## src/rtl/bios_dec_pkg.sv

```systemverilog
package bios_dec_pkg;
  typedef enum logic {
    ST_LEARN  = 1'b0,
    ST_LOCKED = 1'b1
  } learn_state_e;
endpackage

```

## src/rtl/bios_window_match.sv

```systemverilog
module bios_window_match #(
  parameter int ADDR_W   = 32,
  parameter int IN_W     = 32,
  parameter int MIN_LOG2 = 18,
  parameter int SIZE_W   = 3
) (
  input  logic [IN_W-1:0]   addr,
  input  logic [SIZE_W-1:0] size_sel,
  output logic              match
);
  localparam int NBITS = ADDR_W - MIN_LOG2;

  logic [NBITS-1:0] bit_ok;

  // Each upper bit must be one unless it sits below the window boundary.
  for (genvar i = MIN_LOG2; i < ADDR_W; i++) begin : g_bit
    if (i < IN_W) begin : g_real
      assign bit_ok[i-MIN_LOG2] = addr[i] | (i < MIN_LOG2 + int'(size_sel));
    end else begin : g_implied
      assign bit_ok[i-MIN_LOG2] = 1'b1;
    end
  end

  assign match = &bit_ok;
endmodule

```

## src/rtl/bios_learn_fsm.sv

```systemverilog
module bios_learn_fsm
  import bios_dec_pkg::*;
(
  input  logic clk,
  input  logic rst_n,
  input  logic cfg_bios_en,
  input  logic lpc_rd_seen,
  input  logic fwh_rd_seen,
  input  logic sw_set_lpc,
  input  logic sw_set_fwh,
  output logic lpc_en,
  output logic fwh_en
);
  learn_state_e state_q;
  logic         learn_now;
  logic         clr_lpc, clr_fwh;

  assign learn_now = (state_q == ST_LEARN) && (lpc_rd_seen || fwh_rd_seen);
  // Firmware-hub takes priority when both complete together.
  assign clr_lpc   = learn_now && fwh_rd_seen;
  assign clr_fwh   = learn_now && !fwh_rd_seen;

  always_ff @(posedge clk) begin
    if (!rst_n) begin
      state_q <= ST_LEARN;
      lpc_en  <= cfg_bios_en;
      fwh_en  <= cfg_bios_en;
    end else begin
      if (learn_now) state_q <= ST_LOCKED;
      if (sw_set_lpc)   lpc_en <= 1'b1;
      else if (clr_lpc) lpc_en <= 1'b0;
      if (sw_set_fwh)   fwh_en <= 1'b1;
      else if (clr_fwh) fwh_en <= 1'b0;
    end
  end

  assert_lock_sticky_R5: assert property (@(posedge clk) disable iff (!rst_n)
    (state_q == ST_LOCKED) |=> (state_q == ST_LOCKED));

  assert_bits_frozen_R5: assert property (@(posedge clk) disable iff (!rst_n)
    (state_q == ST_LOCKED && !sw_set_lpc && !sw_set_fwh) |=> ($stable(lpc_en) && $stable(fwh_en)));

  assert_fwh_priority_R11: assert property (@(posedge clk) disable iff (!rst_n)
    (state_q == ST_LEARN && fwh_rd_seen && !sw_set_lpc) |=> !lpc_en);

  assert_lpc_learn_R3: assert property (@(posedge clk) disable iff (!rst_n)
    (state_q == ST_LEARN && lpc_rd_seen && !fwh_rd_seen && !sw_set_fwh) |=> !fwh_en);

  assert_sw_set_R6: assert property (@(posedge clk) disable iff (!rst_n)
    (sw_set_lpc || sw_set_fwh) |=> ((lpc_en || !$past(sw_set_lpc)) && (fwh_en || !$past(sw_set_fwh))));
endmodule

```

## src/rtl/bios_proto_decoder.sv

```systemverilog
module bios_proto_decoder #(
  parameter int         ADDR_W   = 32,
  parameter int         DN_W     = 28,
  parameter int         MIN_LOG2 = 18,
  parameter int         SIZE_W   = 3,
  parameter int         ID_W     = 4,
  parameter logic [3:0] FWH_ID   = 4'h0
) (
  input  logic              clk,
  input  logic              rst_n,
  input  logic              cfg_bios_en,
  input  logic [SIZE_W-1:0] cfg_size,
  input  logic              lpc_valid,
  input  logic              lpc_write,
  input  logic              lpc_abort,
  input  logic [ADDR_W-1:0] lpc_addr,
  input  logic              fwh_valid,
  input  logic              fwh_write,
  input  logic              fwh_abort,
  input  logic [DN_W-1:0]   fwh_addr,
  input  logic [ID_W-1:0]   fwh_id,
  input  logic              sw_set_lpc,
  input  logic              sw_set_fwh,
  output logic              hit,
  output logic [DN_W-1:0]   dn_addr,
  output logic              lpc_en,
  output logic              fwh_en
);
  logic lpc_in_win, fwh_in_win;
  logic lpc_hit, fwh_hit;
  logic lpc_rd_seen, fwh_rd_seen;

  bios_window_match #(.ADDR_W(ADDR_W), .IN_W(ADDR_W), .MIN_LOG2(MIN_LOG2), .SIZE_W(SIZE_W))
    u_lpc_win (.addr(lpc_addr), .size_sel(cfg_size), .match(lpc_in_win));

  bios_window_match #(.ADDR_W(ADDR_W), .IN_W(DN_W), .MIN_LOG2(MIN_LOG2), .SIZE_W(SIZE_W))
    u_fwh_win (.addr(fwh_addr), .size_sel(cfg_size), .match(fwh_in_win));

  assign lpc_hit = lpc_valid && lpc_en && lpc_in_win;
  assign fwh_hit = fwh_valid && fwh_en && fwh_in_win && (fwh_id == ID_W'(FWH_ID));

  assign lpc_rd_seen = lpc_hit && !lpc_write && !lpc_abort;
  assign fwh_rd_seen = fwh_hit && !fwh_write && !fwh_abort;

  bios_learn_fsm u_learn (
    .clk        (clk),
    .rst_n      (rst_n),
    .cfg_bios_en(cfg_bios_en),
    .lpc_rd_seen(lpc_rd_seen),
    .fwh_rd_seen(fwh_rd_seen),
    .sw_set_lpc (sw_set_lpc),
    .sw_set_fwh (sw_set_fwh),
    .lpc_en     (lpc_en),
    .fwh_en     (fwh_en)
  );

  always_ff @(posedge clk) begin
    if (!rst_n) begin
      hit     <= 1'b0;
      dn_addr <= '0;
    end else begin
      hit <= lpc_hit || fwh_hit;
      if (fwh_hit)      dn_addr <= fwh_addr;
      else if (lpc_hit) dn_addr <= lpc_addr[DN_W-1:0];
    end
  end

  assert_hit_needs_strobe_R7: assert property (@(posedge clk) disable iff (!rst_n)
    hit |-> $past(lpc_valid || fwh_valid));

  assert_hit_needs_enable_R2: assert property (@(posedge clk) disable iff (!rst_n)
    (!lpc_en && !fwh_en && !sw_set_lpc && !sw_set_fwh) |=> !hit);

  assert_fwh_addr_wins_R9: assert property (@(posedge clk) disable iff (!rst_n)
    fwh_hit |=> (hit && dn_addr == $past(fwh_addr)));
endmodule

```

## config.mk

```make
export PLATFORM = sky130hd
export DESIGN_NAME = bios_proto_decoder
export DESIGN_NICKNAME = d
export VERILOG_FILES = /design/src/rtl/bios_dec_pkg.sv /design/src/rtl/bios_window_match.sv /design/src/rtl/bios_learn_fsm.sv /design/src/rtl/bios_proto_decoder.sv
export SDC_FILE = /design/constraint.sdc
export NUM_CORES = 1
export LEC_CHECK = 0
export BUFFER_PORTS_ARGS = -buffer_cell sky130_fd_sc_hd__buf_2
export CORE_ASPECT_RATIO = 1.5
export CORE_MARGIN = 2
export CORE_UTILIZATION = 46
export CTS_CLUSTER_SIZE = 12
export DETAILED_ROUTE_END_ITERATION = 8
export PLACE_DENSITY = 0.9
export SETUP_SLACK_MARGIN = 0.4
export SLEW_MARGIN = 20
export SYNTH_ARGS = -nofsm -noshare
export SYNTH_HDL_FRONTEND = slang
export SYNTH_SLANG_ARGS = --single-unit
```

## constraint.sdc

```tcl
create_clock -name clk -period 3.7 [get_ports clk]
set_clock_uncertainty 0.1 [all_clocks]
set_input_delay 0.185 -clock clk [delete_from_list [all_inputs] [get_ports clk]]
set_output_delay 0.185 -clock clk [all_outputs]
set_load 0.1 [all_outputs]
```

==> results.md <==
- Status: finished clean
- # setup viols final: 0
- Final ANT Viol Nets: 0
- Area after DPL: 2240 µm²
- Mapped Cells: 198
- Max VDD drop: 0.348 mV
- Net switching power: 0.202 mW
- Number of synthesis warnings: 0
- Sequential power share: 0.440
- Power per cell area: 341 nW/µm²
- Die W: 54.2 µm
- CP startpoint kind: primary input
- Final Cell Area: 2350 µm²
- Cells after DPL: 337
- Crit Path Class: in -> reg
- Via-per-instance ratio: 5.34
- Unrepaired setup endpoints after global routing: no
- Main combinational cell family by area after synthesis: compound AO/OA/AOI/OAI gates
- Clk pwr share: 0.412
- Top-area cell type share of the netlist area: 0.345
- Fin crit share: 0.717
- Number of global-route vias before repair: 1,751
- Die area: 4300 µm²
- Clk_lat worst skew: 0.28 ns
- Pleak: 1.05 nW
- Die height: 79.3 µm
- Core area: 3650 µm²
- CTS Root Cell: clkbuf_8
- GRT Total Usage: 0.235
- GP Congestion: 0.860
- Share of flip-flops with an asynchronous set or reset: 0
- Highest-delay cell along the critical path: or4_4
- Post-layout util: 0.644
- Tmin final: 2.65 ns
- Int Pwr: 0.599 mW
- Synth cell types: 37
- Hold_ws: 0.0783 ns
- XOR/XNOR Fraction of Synth Area: 0
- Worst slack at placement: 0.774 ns
- Sw Share: 0.252
- Maximum clock insertion buffer count: 2
- Flops & latches, synth: 32
- Post-synthesis mux area share: 0.144
- Mapped cell area: 1740 µm²
- Port bufs: 108
- Worst Reg2Reg Path Length in Cells: 5
- Area Overhead vs Synth: 35.2%
- Aggregate global routing overflow: 0
- H-tree levels: 2
- Synth Flop Type: dfxtp_1
- Share of cells above drive strength 1: 0.404
- Post-CTS Hold Fix Bufs: 0
- Fmax: 377 MHz
- Starting Density: 0.477
- Mapped Nets: 279
- Worst R2R Start: u_learn.lpc_en$_DFFE_PP_
- Synth Area in Simple Gates: 0.119
- # clock sinks: 32
- 1st-pass router iterations: 4
- Comb power frac: 0.147
- FF-to-FF setup slack: 1.20 ns
- Post-synth top cells: 32 x a21oi_1, 30 x dfxtp_1, 30 x o21ai_0
- Post-synthesis compound-gate area fraction: 0.260
- Initial antenna violation count: 0
- Post-synthesis adder-cell area fraction: 0.0216
- WHS Path Cells: 3
- Fin Setup TNS: 0 ns
- Final #Nets: 382
- Hold Startpoint: fwh_addr[5]
- Via count: 1,844
- R2R Path End: u_learn.fwh_en$_DFFE_PP_
- Slew headroom: 0.669
- Slew @ Worst Pin: 0.500 ns
- Setup bufs post-CTS: 0
- Avg Inst Size Synth: 8.78 µm²
- Ant. Diodes: 0
- Final non-filler cell total: 345
- CTS tree: yes
- Hold Path Class: in -> reg
- Maximum Capacitance Violations: 0
- Num CTS Buffers: 5
- Final setup margin: 1.05 ns
- Leading area contributor after synthesis: dfxtp_1
- First-pass GRT wire length: 7.40 mm
- Nature of the critical path endpoint: flip-flop
- Post-synth EDFFs: 2
- Crit path from: cfg_size[1]
- Cts repair resizes: 0
- WP data arrival: 2.56 ns
- Drt drc: 0
- Total Power: 0.801 mW
- Routed len/inst: 14.2 µm
- Endpoints failing hold: 0
- Register area share after synthesis: 0.380
- Top cells by area, synth: dfxtp_1 35%, mux2i_1 14%, a21oi_1 9.2%
- Cell Chain, Critical Path: buf_2, inv_1, ha_1, o22ai_1, or4_4, nor4_4, and2_4, a311o_1
- Top-count cell post-synth: a21oi_1
- WP data required: 3.60 ns
- Min-Delay Endpoint: dn_addr[5]$_SDFFE_PN0P_
- IO Pins: 109
- Post-Route WL: 4.89 mm
- Clock Pin Slew Worst Setup and Hold Paths: 0.07 ns
- Largest net degree at the start of global routing: 45
- Slew Viols, Final: 0
- Crit-path max cell delay: 0.53 ns
- Initial DRC count: 39
- Critical path fanouts, max: 27
- # rows: 27
- Fillers: 340
- DP HPWL: 3.78 mm
-- power by group through the flow --
stage	Combinational, mW	Sequential (mW)	Clock [mW]
6_report	0.118	0.353	0.330
5_1_grt	0.129	0.353	0.352
4_1_cts	0.118	0.353	0.337
3_5_place_dp	0.117	0.361	0
3_3_place_gp	0.115	0.361	0
2_1_floorplan	0.0393	0.380	0
-- worst max-delay path by stage --
stage / to / cells after the start
final: u_learn.fwh_en$_DFFE_PP_ / 8
after global routing: u_learn.fwh_en$_DFFE_PP_ / 8
after CTS: u_learn.fwh_en$_DFFE_PP_ / 8
after detailed placement: u_learn.fwh_en$_DFFE_PP_ / 8
after global placement: u_learn.fwh_en$_DFFE_PP_ / 8
after floorplan: dn_addr[0]$_SDFFE_PN0P_ / 8
-- routing by layer --
metal	wire, µm	GRT usage	vias up
met5	0	0	-
met4	100	0.0900	0
met3	386	0.0508	9
met2	2630	0.430	82
met1	1770	0.245	826
li1	-	-	927
-- worst max-delay path, delay by kind of cell --
family                   cells  cell delay, ns
buffers and inverters        2            0.23
AO/OA/AOI/OAI                2            0.36
AND/OR/NAND/NOR              3            1.40
adder cells (fa/ha/maj)      1            0.37
-- registers in the layout (all words and copies together), names as in the netlist --
signal	count
u_learn.lpc_en	1
u_learn.fwh_en	1
u_learn.state_q	1
hit	1
dn_addr	28
-- kinds of logic (layout without fill, tap and decap cells) --
family	count (synthesis)	after routing
AO/OA/AOI/OAI	80	80
AND/OR/NAND/NOR	37	37
flip-flops	32	32
multiplexers	25	25
buffers and inverters	21	125
adder cells (fa/ha/maj)	3	3
-- area by class of cell --
type / instances / area [µm²] / share of cell area
multi-input cells: 145 / 947 / 0.403
flip-flops and latches: 32 / 661 / 0.281
repair buffers: 109 / 548 / 0.233
clock buffers: 5 / 68.8 / 0.0293
well taps: 43 / 53.8 / 0.0229
clock inverters: 3 / 42.5 / 0.0181
inverters: 8 / 30.0 / 0.0128
-- cell usage in the layout (no fill, tap or decap), types with 4 or more instances in the layout --
cell      Yosys  final
nor2b_1       4      4
a21oi_1      32     32
nand2b_1      4      4
mux2i_1      25     25
nor2_1        6      6
inv_1         8      8
a31oi_1       4      4
dfxtp_1      30     30
nand2_1      14     14
o21ai_0      30     30
clkbuf_8      0      5
buf_2         0    108
No activity file was read; power rests on OpenSTA's default activity.
